## src/rtl/bwm_pkg.sv

```systemverilog
package bwm_pkg;
    localparam int SEG_W  = 8;
    localparam int BANK_W = 4;

    // value loaded by reset and by a mode set
    function automatic logic [SEG_W-1:0] seg_init(input bit narrow);
        return narrow ? 8'h40 : 8'h00;
    endfunction
endpackage

```

## src/rtl/bwm_seg_decode.sv

```systemverilog
module bwm_seg_decode
    import bwm_pkg::*;
#(
    parameter bit NARROW = 1'b0
) (
    input  logic [SEG_W-1:0]  seg,
    output logic [BANK_W-1:0] wr_bank,
    output logic [BANK_W-1:0] rd_bank,
    output logic              big_bank,
    output logic [SEG_W-1:0]  readback
);
    generate
        if (NARROW) begin : g_narrow
            // 3-bit fields; bit 6 picks granularity; bit 7 only stored
            always_comb begin
                wr_bank  = {1'b0, seg[2:0]};
                rd_bank  = {1'b0, seg[5:3]};
                big_bank = ~seg[6];
                readback = {seg[7], ~big_bank, rd_bank[2:0], wr_bank[2:0]};
            end
        end else begin : g_wide
            always_comb begin
                wr_bank  = seg[3:0];
                rd_bank  = seg[7:4];
                big_bank = 1'b0;
                readback = {rd_bank, wr_bank};
            end
        end
    endgenerate
endmodule

```

## src/rtl/bwm_addr_calc.sv

```systemverilog
module bwm_addr_calc
    import bwm_pkg::*;
#(
    parameter int PA_W  = 20,
    parameter int OFF_W = 16
) (
    input  logic [BANK_W-1:0] bank,
    input  logic              big_bank,
    input  logic [OFF_W-1:0]  off,
    output logic [PA_W-1:0]   sum
);
    logic [PA_W-1:0] bank_ext;
    logic [PA_W-1:0] base;

    always_comb begin
        bank_ext = PA_W'(bank);
        base     = big_bank ? (bank_ext << (OFF_W + 1)) : (bank_ext << OFF_W);
        sum      = base + PA_W'(off);
    end
endmodule

```

## src/rtl/bwm_wrap_mask.sv

```systemverilog
module bwm_wrap_mask #(
    parameter int PA_W  = 20,
    parameter int LOG_W = 5
) (
    input  logic [LOG_W-1:0] size_log2,
    output logic [PA_W-1:0]  mask
);
    always_comb begin
        if (int'(size_log2) >= PA_W)
            mask = '1;
        else
            mask = (PA_W'(1) << size_log2) - PA_W'(1);
    end
endmodule

```

## src/rtl/bank_window_mapper.sv

```systemverilog
module bank_window_mapper
    import bwm_pkg::*;
#(
    parameter bit NARROW = 1'b0,
    parameter int PA_W   = 20,
    parameter int OFF_W  = 16,
    parameter int LOG_W  = $clog2(PA_W + 1)
) (
    input  logic              clk,
    input  logic              rst_n,
    input  logic              seg_wr,
    input  logic [SEG_W-1:0]  seg_wdata,
    output logic [SEG_W-1:0]  seg_rdata,
    input  logic              mode_set,
    input  logic [LOG_W-1:0]  mem_size_log2,
    input  logic              acc_valid,
    input  logic              acc_write,
    input  logic [OFF_W-1:0]  acc_off,
    output logic              pa_valid,
    output logic [PA_W-1:0]   pa_addr
);
    localparam logic [SEG_W-1:0] SEG_RST = seg_init(NARROW);

    typedef struct packed {
        logic [SEG_W-1:0] seg;
        logic             vld;
        logic [PA_W-1:0]  addr;
    } state_t;

    state_t st_d, st_q;

    logic [BANK_W-1:0] wr_bank, rd_bank, sel_bank;
    logic              big_bank;
    logic [PA_W-1:0]   raw_addr, size_mask;

    bwm_seg_decode #(.NARROW(NARROW)) u_dec (
        .seg      (st_q.seg),
        .wr_bank  (wr_bank),
        .rd_bank  (rd_bank),
        .big_bank (big_bank),
        .readback (seg_rdata)
    );

    assign sel_bank = acc_write ? wr_bank : rd_bank;

    bwm_addr_calc #(.PA_W(PA_W), .OFF_W(OFF_W)) u_calc (
        .bank     (sel_bank),
        .big_bank (big_bank),
        .off      (acc_off),
        .sum      (raw_addr)
    );

    bwm_wrap_mask #(.PA_W(PA_W), .LOG_W(LOG_W)) u_mask (
        .size_log2 (mem_size_log2),
        .mask      (size_mask)
    );

    always_comb begin
        st_d = st_q;
        if (mode_set)
            st_d.seg = SEG_RST;
        else if (seg_wr)
            st_d.seg = seg_wdata;
        st_d.vld = acc_valid;
        if (acc_valid)
            st_d.addr = raw_addr & size_mask;
    end

    always_ff @(posedge clk or negedge rst_n) begin
        if (!rst_n) begin
            st_q.seg  <= SEG_RST;
            st_q.vld  <= 1'b0;
            st_q.addr <= '0;
        end else begin
            st_q <= st_d;
        end
    end

    assign pa_valid = st_q.vld;
    assign pa_addr  = st_q.addr;
endmodule

```

## config.mk

```make
export PLATFORM = sky130hd
export DESIGN_NAME = bank_window_mapper
export DESIGN_NICKNAME = d
export VERILOG_FILES = /design/src/rtl/bwm_pkg.sv /design/src/rtl/bwm_seg_decode.sv /design/src/rtl/bwm_addr_calc.sv /design/src/rtl/bwm_wrap_mask.sv /design/src/rtl/bank_window_mapper.sv
export SDC_FILE = /design/constraint.sdc
export NUM_CORES = 1
export LEC_CHECK = 0
export CAP_MARGIN = 0
export CORE_UTILIZATION = 47
export DETAILED_ROUTE_END_ITERATION = 7
export PLACE_DENSITY = 0.95
export SETUP_SLACK_MARGIN = 0.1
export SYNTH_ARGS = -nofsm -noshare
export SYNTH_HDL_FRONTEND = slang
export SYNTH_SLANG_ARGS = --single-unit
export TNS_END_PERCENT = 50
```

## constraint.sdc

```tcl
create_clock -name clk -period 1.4 [get_ports clk]
set_input_delay 0.21 -clock clk [delete_from_list [all_inputs] [get_ports clk]]
set_output_delay 0.21 -clock clk [all_outputs]
set_load 0.005 [all_outputs]
```

==> metrics.cfg, run 1 <==
[outcome]
status=finished with violations
violations=negative setup slack

[cells_and_area]
area_growth_pct=53.69
fill_cells=248
multi_input_area_um2=893.4
stdcell_count=297
layout-drive-gt1-share=0.2032
final-seq-area_um2=725.7
layout.nets=288
antenna_cells=0
stdcell_area_um2=2579
final_core_util=0.7608

[clocking]
root_buffer=clkbuf_4
clk_pin_slew_ns=0.09
cts_buffers=5
cts_buffer_depth=2
htreeDepth=2
cts_sinks=29
cts_tree=yes
worstSkewPairLatency_ns=0.32

[placement]
dpl-instance-area_um2=2442
dp.cells=282
portBuffers=63
dp_hpwl_um=2995
preCtsSetupSlack_ns=-0.8014
place.gp.congestion=0.8308

[critical_path]
critical_path_arrival_ns=1.78
critPathCaptureType=flop
path_cells=buf_8 -> nor4_4 -> nand2b_1 -> ha_2 -> buf_6 -> or3_4 -> a41oi_2 -> o21ai_1
critPathLaunchType=input pin
worstPathRequired_ns=1.61
critPathMaxFanout=4
critical-path-max-stage-delay_ns=0.39
worstSetupPathType=in -> reg
cp_top_family=simple AND/OR/NAND/NOR gates
cp_slowest_cell=or3_4
cp_num_buf_inv=2

[route]
routedWlPerCell_um=14.94
viasPerCell=5.525
vias=1641
wl_um=4437
firstDrtPassIters=4
drc=0
initialDrtViolationCount=76
antenna_left=0

[yosys]
synth.avg_cell_area_um2=9.699
synth_seq_cells=29
yosysTopAreaCell=dfrtp_1
yosysUniqueCellTypes=48
ys_top_cells_by_area=dfrtp_1 43%, mux2i_1 7.8%, nor2_1 2.9%, buf_2 2.7%, o21ai_1 2.7%
synth_nets=209
ys_warn_count=0
async_flop_share=1.000
synth_top_flop_cell=dfrtp_1
syn-instance-count=173
ys_seq_area_frac=0.4325
synth_edf_count=0
synth_top_area_frac=0.4325
syn-cell-area_um2=1678

[timing]
worstMarginPinSlew_ns=0.3673
finalMaxSlewViolations=0
timing.final.crit_period_ns=1.578
max_freq_mhz=633.6
hold_violations=0
whs_ns=0.2674
post-route-period-util=1.127
skew_ns=0.008052
fin_tns_setup_ns=-0.5491
rsz0062_at_grt=true
layout_setup_ws_ns=-0.1783
setup_viol=7
relSlewSlack=0.7551

[floorplan]
fp.dieW_um=61.75
die-area_um2=3813
core-area_um2=3390
num_io_pins=64
die_h_um=61.75
initial_core_util=0.4950
placementRows=21

[pwr]
irDropWorstVdd_uv=529.2
p_leak_nw=1.211
finalPower_mw=1.919
pwr_density_cell_nw_per_um2=744.0

[min_path]
hold_class=in -> async

[job]
maxCapViolations=0

[global_routing]
grt.total_usage=0.2536
grt_pass1_wl_um=6962
grt_antenna_before_repair=0
grt_overflow=0
grt_max_degree=37
grt_pass1_vias=1579

[cell usage in the layout (no fill, tap or decap), types with 2 or more instances in the layout]
| cell | n |
|---|---|
| mux2_2 | 4 |
| nor2_1 | 13 |
| o211ai_1 | 3 |
| a31o_1 | 3 |
| nand3_1 | 8 |
| o22ai_1 | 3 |
| nor3b_1 | 2 |
| dlygate4sd2_1 | 30 |
| nor3_1 | 2 |
| clkbuf_4 | 5 |
| mux2i_1 | 13 |
| clkdlybuf4s50_1 | 29 |
| a21oi_1 | 3 |
| o311ai_1 | 2 |
| dfrtp_1 | 29 |
| o21ai_0 | 2 |
| nor2b_1 | 5 |
| nor4b_1 | 2 |
| o21ai_1 | 9 |
| o2111ai_1 | 3 |
| nand2_1 | 3 |
| a31oi_1 | 4 |
| buf_8 | 2 |
| a21boi_1 | 2 |
| inv_1 | 11 |
| buf_6 | 4 |
| o21a_1 | 3 |
| buf_4 | 22 |
| nand2b_1 | 4 |
[worst paths after layout]
kind	endpoint	slack, ns	startpoint	cells past startpoint
setup / recovery	pa_addr[8]	-0.18	mem_size_log2[1]	8
min in group clk	pa_addr[18]	0.38	mem_size_log2[1]	4
hold reg to reg	pa_addr[16]	0.49	pa_addr[16]	2
max in group asynchronous	pa_addr[1]	0.86	rst_n	2
setup reg to reg	pa_addr[16]	0.26	st_q[21]	4
hold / removal	pa_addr[15]	0.27	rst_n	2
[state kept, by name, indices dropped and copies added (netlist names)]
name      flops
pa_addr      20
pa_valid      1
st_q          8
[timing repair]
item	CTS	global route
hold buffers	0	0
gates resized for setup	57	6
buffers inserted	7	2
hold endpoints to repair	0	0
pin swaps	11	11
setup endpoints to repair	40	9
[power by group]
| group | internal, mW | switching, mW |
|---|---|---|
| registers | 0.905 | 0.0348 |
| logic | 0.301 | 0.234 |
| clock network | 0.174 | 0.270 |
[layout make-up]
cell class                      count  share of cell area
Clock buffer                        5             0.01456
Clock inverter                      1            0.001941
Inverter                           11             0.01601
Multi-Input combinational cell    116              0.3464
Sequential cell                    29              0.2814
Tap cell                           46             0.02232
Timing Repair Buffer               89              0.3173
[per-layer routing]
metal,global-route usage,share of wire,vias up
li1,-,-,786
met1,0.2950,0.41,789
met2,0.4363,0.51,59
met3,0.08075,0.070,7
met4,0.09841,0.015,0
met5,0,0,-
[cell families after synthesis]
kind of cell	count (synthesis)	share of synthesized area
and+or+nand+nor	51	0.1820
AOI/OAI and AO/OA	46	0.1946
DFF	29	0.4325
buffers and inverters	28	0.07382
muxes	17	0.1044
xor gates and xnor gates	1	0.005221
adders and majority gates	1	0.007456
[cells in the mapped netlist, types with 2 or more instances]
library cell	count
a31oi_1	4
a31o_1	3
mux2i_1	13
a21oi_1	3
nor4b_1	2
nor2_1	13
nand3_1	8
dfrtp_1	29
nor3b_1	2
clkbuf_1	4
nand2b_1	5
buf_1	2
a21boi_1	2
o22ai_1	3
o311ai_1	3
inv_1	11
nand2_1	3
nor2b_1	5
buf_2	9
mux2_2	4
o2111ai_1	3
o211ai_1	3
o21ai_1	9
o21a_1	3
o21ai_0	2
buf_4	2
nor3_1	2
Note: power is estimated with default switching activity, not from simulation.
==> inputs of run 2 (changes only) <==
--- a/config.mk
+++ b/config.mk
@@ -6,9 +6,10 @@
 export NUM_CORES = 1
 export LEC_CHECK = 0
 export CAP_MARGIN = 0
-export CORE_UTILIZATION = 47
+export CORE_MARGIN = 2
+export CORE_UTILIZATION = 44
 export DETAILED_ROUTE_END_ITERATION = 7
-export PLACE_DENSITY = 0.95
+export PLACE_DENSITY = 0.9
 export SETUP_SLACK_MARGIN = 0.1
 export SYNTH_ARGS = -nofsm -noshare
 export SYNTH_HDL_FRONTEND = slang
==> constraint.sdc (replaced) <==
create_clock -name clk -period 1.65 [get_ports clk]
set_input_delay 0.2475 -clock clk [delete_from_list [all_inputs] [get_ports clk]]
set_output_delay 0.2475 -clock clk [all_outputs]
set_load 0.005 [all_outputs]
==> run 2 against run 1 <==
- the run now ends clean
- hold slack gained 0.089 ns
- combinational power is 13% lower
- sequential share of layout area barely moved
- largest cell class unchanged
==> metrics.cfg, run 2 (synthesis gave the netlist of run 1 again) <==
[timing]
setup_viol=0
relSlewSlack=0.7018
post-route-period-util=0.9790
rsz0062_at_grt=true
worstMarginPinSlew_ns=0.4460
finalMaxSlewViolations=0
fin_tns_setup_ns=0
hold_violations=0
timing.final.crit_period_ns=1.615
max_freq_mhz=619.0
skew_ns=0.0004910

[cells_and_area]
layout.nets=278
fill_cells=295
final_cell_mix=58 x clkdlybuf4s50_1, 29 x dfrtp_1, 14 x buf_4
largest_reg_flops=20
area_growth_pct=53.62
stdcell_area_um2=2577
stdcell_count=290
antenna_cells=0
layout-drive-gt1-share=0.1694
final_common_cell=clkdlybuf4s50_1

[placement]
dpl-instance-area_um2=2415
place.gp.congestion=0.7829
dp_hpwl_um=2807
dp.cells=280
portBuffers=63

[route]
dr_wl_met3_um=390
wl_um=4105
drt-met1-wl_um=1704
drc=0
initialDrtViolationCount=72
viasPerCell=5.483
dr_wl_met2_um=1936
firstDrtPassIters=4
vias=1590
antenna_left=0
routedWlPerCell_um=14.16
top_layer=met4

[outcome]
status=complete, no violations

[clocking]
cts_buffers=5
clk_pin_slew_ns=0.06
cts_sinks=29
cts_hold_buf=0
root_buffer=clkbuf_8
htreeDepth=2
worstSkewPairLatency_ns=0.28
cts_buffer_depth=2
cts_tree=yes

[critical_path]
worstPathRequired_ns=1.85
critical_path_arrival_ns=1.81
critPathLaunchType=input pin
r2r_start=st_q[21]
worstSetupPathType=in -> reg
critPathCaptureType=flop
critPathMaxFanout=5
crit_path_start=mem_size_log2[4]

[floorplan]
fp.dieW_um=65.75
initial_core_util=0.4583
core-area_um2=3661
placementRows=22
die-area_um2=4323
num_io_pins=64
die_h_um=65.75

[pwr]
finalPower_mw=1.843
pwr_density_cell_nw_per_um2=715.0
p_leak_nw=1.087
irDropWorstVdd_uv=450.7

[global_routing]
grt_pass1_vias=1606
grt.total_usage=0.2115
grt_antenna_before_repair=0
grt_max_degree=43
grt_pass1_wl_um=7024
grt_overflow=0

[min_path]
hold_class=in -> async

[job]
maxCapViolations=0

## run 2: changes by cell type in the layout (fill, tap and decap cells not counted), sizes merged
cell           delta
clkdlybuf4s50    +29
clkinv            -1
dlygate4sd2      -29
clkbuf            +2
buf              -10
## run 2: cell type report
type | count | area, um2 | area share
repair buffers | 79 | 762.0 | 0.2956
inverters | 11 | 41.29 | 0.01602
clock buffers | 7 | 86.33 | 0.03350
well taps | 48 | 60.06 | 0.02330
flip-flops and latches | 29 | 725.7 | 0.2816
multi-input cells | 116 | 902.1 | 0.3500
## run 2: final timing paths
| check | end | slack, ns | cells past startpoint |
|---|---|---|---|
| worst max-delay path | pa_addr[10] | 0.03 | 8 |
| worst min-delay path | st_q[21] | 0.36 | 2 |
| worst max register to register | pa_addr[16] | 0.64 | 3 |
| worst min register to register | pa_addr[7] | 0.50 | 2 |
| max in group asynchronous | pa_addr[17] | 1.02 | 2 |
| min in group clk | pa_addr[18] | 0.46 | 4 |
## run 2: power breakdown
part | internal, mW | switching [mW]
logic | 0.278 | 0.190
registers | 0.770 | 0.0328
clock network | 0.330 | 0.242
## run 2: per-stage QoR
step	setup WS (ns)	utilization	hold slack, ns
2_1_floorplan	-0.03233	-	-0.04809
3_3_place_gp	-0.5399	0.6596	0.4795
3_5_place_dp	-0.5857	0.6596	0.4918
4_1_cts	0.01239	0.6869	0.3654
5_1_grt	-0.01034	0.7040	0.3961
6_report	0.03462	0.7040	0.3566
## run 2: repair_timing
action	4_1_cts	5_1_grt
setup buffers	2	1
pin swaps	5	8
setup endpoints to repair	10	9
gates resized for setup	17	13
endpoints found under the hold margin	0	0
## run 2: layer usage
metal,GRT usage,vias up
met2,0.3497,73
met5,0,-
met1,0.2415,738
met4,0.08333,0
li1,-,769
met3,0.08733,10
## run 2: worst max-delay path, stage by stage
cell and delay [ns]:
buf_8 0.10, nor4_4 0.31, buf_4 0.17, nand2b_4 0.06
ha_4 0.17, or4b_1 0.47, a31o_1 0.19, o211ai_1 0.08
==> inputs of run 3 (changes only) <==
--- a/config.mk
+++ b/config.mk
@@ -6,10 +6,9 @@
 export NUM_CORES = 1
 export LEC_CHECK = 0
 export CAP_MARGIN = 0
-export CORE_MARGIN = 2
 export CORE_UTILIZATION = 44
 export DETAILED_ROUTE_END_ITERATION = 7
-export PLACE_DENSITY = 0.9
+export PLACE_DENSITY = 0.91
 export SETUP_SLACK_MARGIN = 0.1
 export SYNTH_ARGS = -nofsm -noshare
 export SYNTH_HDL_FRONTEND = slang
==> run 3 against run 2 <==
- the run now ends with negative setup slack left
- hold slack lost 0.012 ns
- sequential cell count stayed put
- combinational power grew 5.1%
- critical endpoint unchanged
- largest cell class unchanged
==> metrics.cfg, run 3 (synthesis gave the netlist of run 1 again) <==
[cells_and_area]
final_common_cell=clkdlybuf4s50_1
multi_input_area_um2=927.1
layout-drive-gt1-share=0.1951
largest_reg_flops=20
stdcell_area_um2=2680
area_growth_pct=59.73
final-seq-area_um2=725.7
final_cell_mix=58 x clkdlybuf4s50_1, 29 x dfrtp_1, 15 x buf_4
fill_cells=280
antenna_cells=0
final_core_util=0.7321
layout.nets=281

[floorplan]
die-area_um2=4064
fp.dieW_um=63.75
num_io_pins=64
initial_core_util=0.4583
core-area_um2=3661
placementRows=22
die_h_um=63.75

[critical_path]
critPathLaunchType=input pin
reg2reg_to=pa_addr[16]
cp_top_family=simple AND/OR/NAND/NOR gates
r2r_slack_ns=0.62
crit_path_start=mem_size_log2[1]
worstPathRequired_ns=1.84
critPathMaxFanout=6
endpoint=pa_addr[10]
r2r_start=st_q[21]
critical-path-max-stage-delay_ns=0.46
r2r_cells=3
crit_cells=8
path_cells=buf_8 -> nor4_4 -> buf_4 -> nand2b_4 -> ha_4 -> or4b_1 -> a31o_1 -> o211ai_1
cp_slowest_cell=or4b_1
worstSetupPathType=in -> reg
critPathCaptureType=flop
cp_num_buf_inv=2
critical_path_arrival_ns=1.85

[route]
drc=0
routedWlPerCell_um=15.57
firstDrtPassIters=5
viasPerCell=5.493
antenna_left=0
initialDrtViolationCount=60
vias=1615
wl_um=4578

[clocking]
cts_sinks=29
root_buffer=clkbuf_8
cts_buffer_depth=2
worstSkewPairLatency_ns=0.29
cts_buffers=5
cts_tree=yes
htreeDepth=2
clk_pin_slew_ns=0.06

[timing]
finalMaxSlewViolations=0
layout_setup_ws_ns=-0.009711
relSlewSlack=0.7003
rsz0062_at_grt=true
timing.final.crit_period_ns=1.660
max_freq_mhz=602.5
setup_viol=1
worstMarginPinSlew_ns=0.4482
post-route-period-util=1.006
skew_ns=0.002482
hold_violations=0

[job]
maxCapViolations=0

[placement]
dpl-instance-area_um2=2415
dp_hpwl_um=2836
portBuffers=63
place.gp.congestion=0.7462
preCtsSetupSlack_ns=-0.6063

[global_routing]
grt.total_usage=0.2405
grt_pass1_vias=1567
grt_max_degree=43
grt_pass1_wl_um=7369
grt_antenna_before_repair=0
grt_overflow=0

[pwr]
pwr_density_cell_nw_per_um2=768.6
irDropWorstVdd_uv=509.3
p_leak_nw=1.131

[outcome]
violations=negative setup slack
status=finished with violations

[min_path]
hold_class=in -> async

==> run 3: changes by cell type in the layout (fill, tap and decap cells not counted), sizes merged <==
cell / delta
buf: +2
clkbuf: +1
bufinv: +1
==> run 3: how the worst min path moves through the flow <==
| stage | slack [ns] | to | startpoint | cells after the start |
|---|---|---|---|---|
| after floorplan | -0.05 | pa_addr[0] | rst_n | 0 |
| after global placement | 0.48 | pa_addr[16] | pa_addr[16] | 2 |
| after detailed placement | 0.50 | pa_addr[1] | pa_addr[1] | 1 |
| after CTS | 0.36 | pa_addr[10] | rst_n | 2 |
| after global routing | 0.39 | st_q[24] | rst_n | 2 |
| final | 0.34 | pa_addr[1] | rst_n | 2 |
==> run 3: timing repair <==
action                                  in CTS  in global routing
endpoints found under the setup margin      10                  7
gates resized for setup                     19                 19
pin swaps                                    3                 14
setup buffers                                2                  3
cloned                                       0                  1
hold buffers                                 0                  0
==> run 3: layout make-up <==
cell class              count  share of cell area
multi-input cells         116              0.3459
repair buffers             82              0.3021
flip-flops and latches     29              0.2708
clock buffers               7             0.03221
well taps                  48             0.02241
inverters                  11             0.01541
clock inverters             1             0.01120
==> run 3: worst register-to-register path: stages (launching register included) <==
cell and delay [ns]:
dfrtp_1 0.41, mux2_2 0.29, o2111ai_1 0.10, nand3_1 0.11
==> run 3: stage by stage <==
stage	hold slack [ns]	power, mW	std cells	setup TNS [ns]
final	0.3441	2.060	294	-0.009711
after global routing	0.3922	2.165	294	-0.04634
after CTS	0.3570	2.043	290	0
after detailed placement	0.4999	1.271	280	-4.954
after global placement	0.4753	1.260	280	-4.402
after floorplan	-0.04809	1.002	173	-0.05643
==> run 3: metal layers <==
| layer | part of all wire | track usage | up-vias |
|---|---|---|---|
| met5 | 0 | 0 | - |
| met1 | 0.41 | 0.2844 | 759 |
| li1 | - | - | 775 |
| met2 | 0.49 | 0.3963 | 71 |
| met4 | 0.020 | 0.09659 | 0 |
| met3 | 0.081 | 0.08393 | 10 |
==> run 3: report_power, final <==
| part | total (mW) | internal, mW | switching, mW | leakage (nW) |
|---|---|---|---|---|
| registers | 0.801 | 0.769 | 0.0319 | 0.372 |
| clock network | 0.767 | 0.492 | 0.276 | 0.0585 |
| logic | 0.492 | 0.287 | 0.204 | 0.700 |
| total | 2.06 | 1.55 | 0.512 | 1.13 |
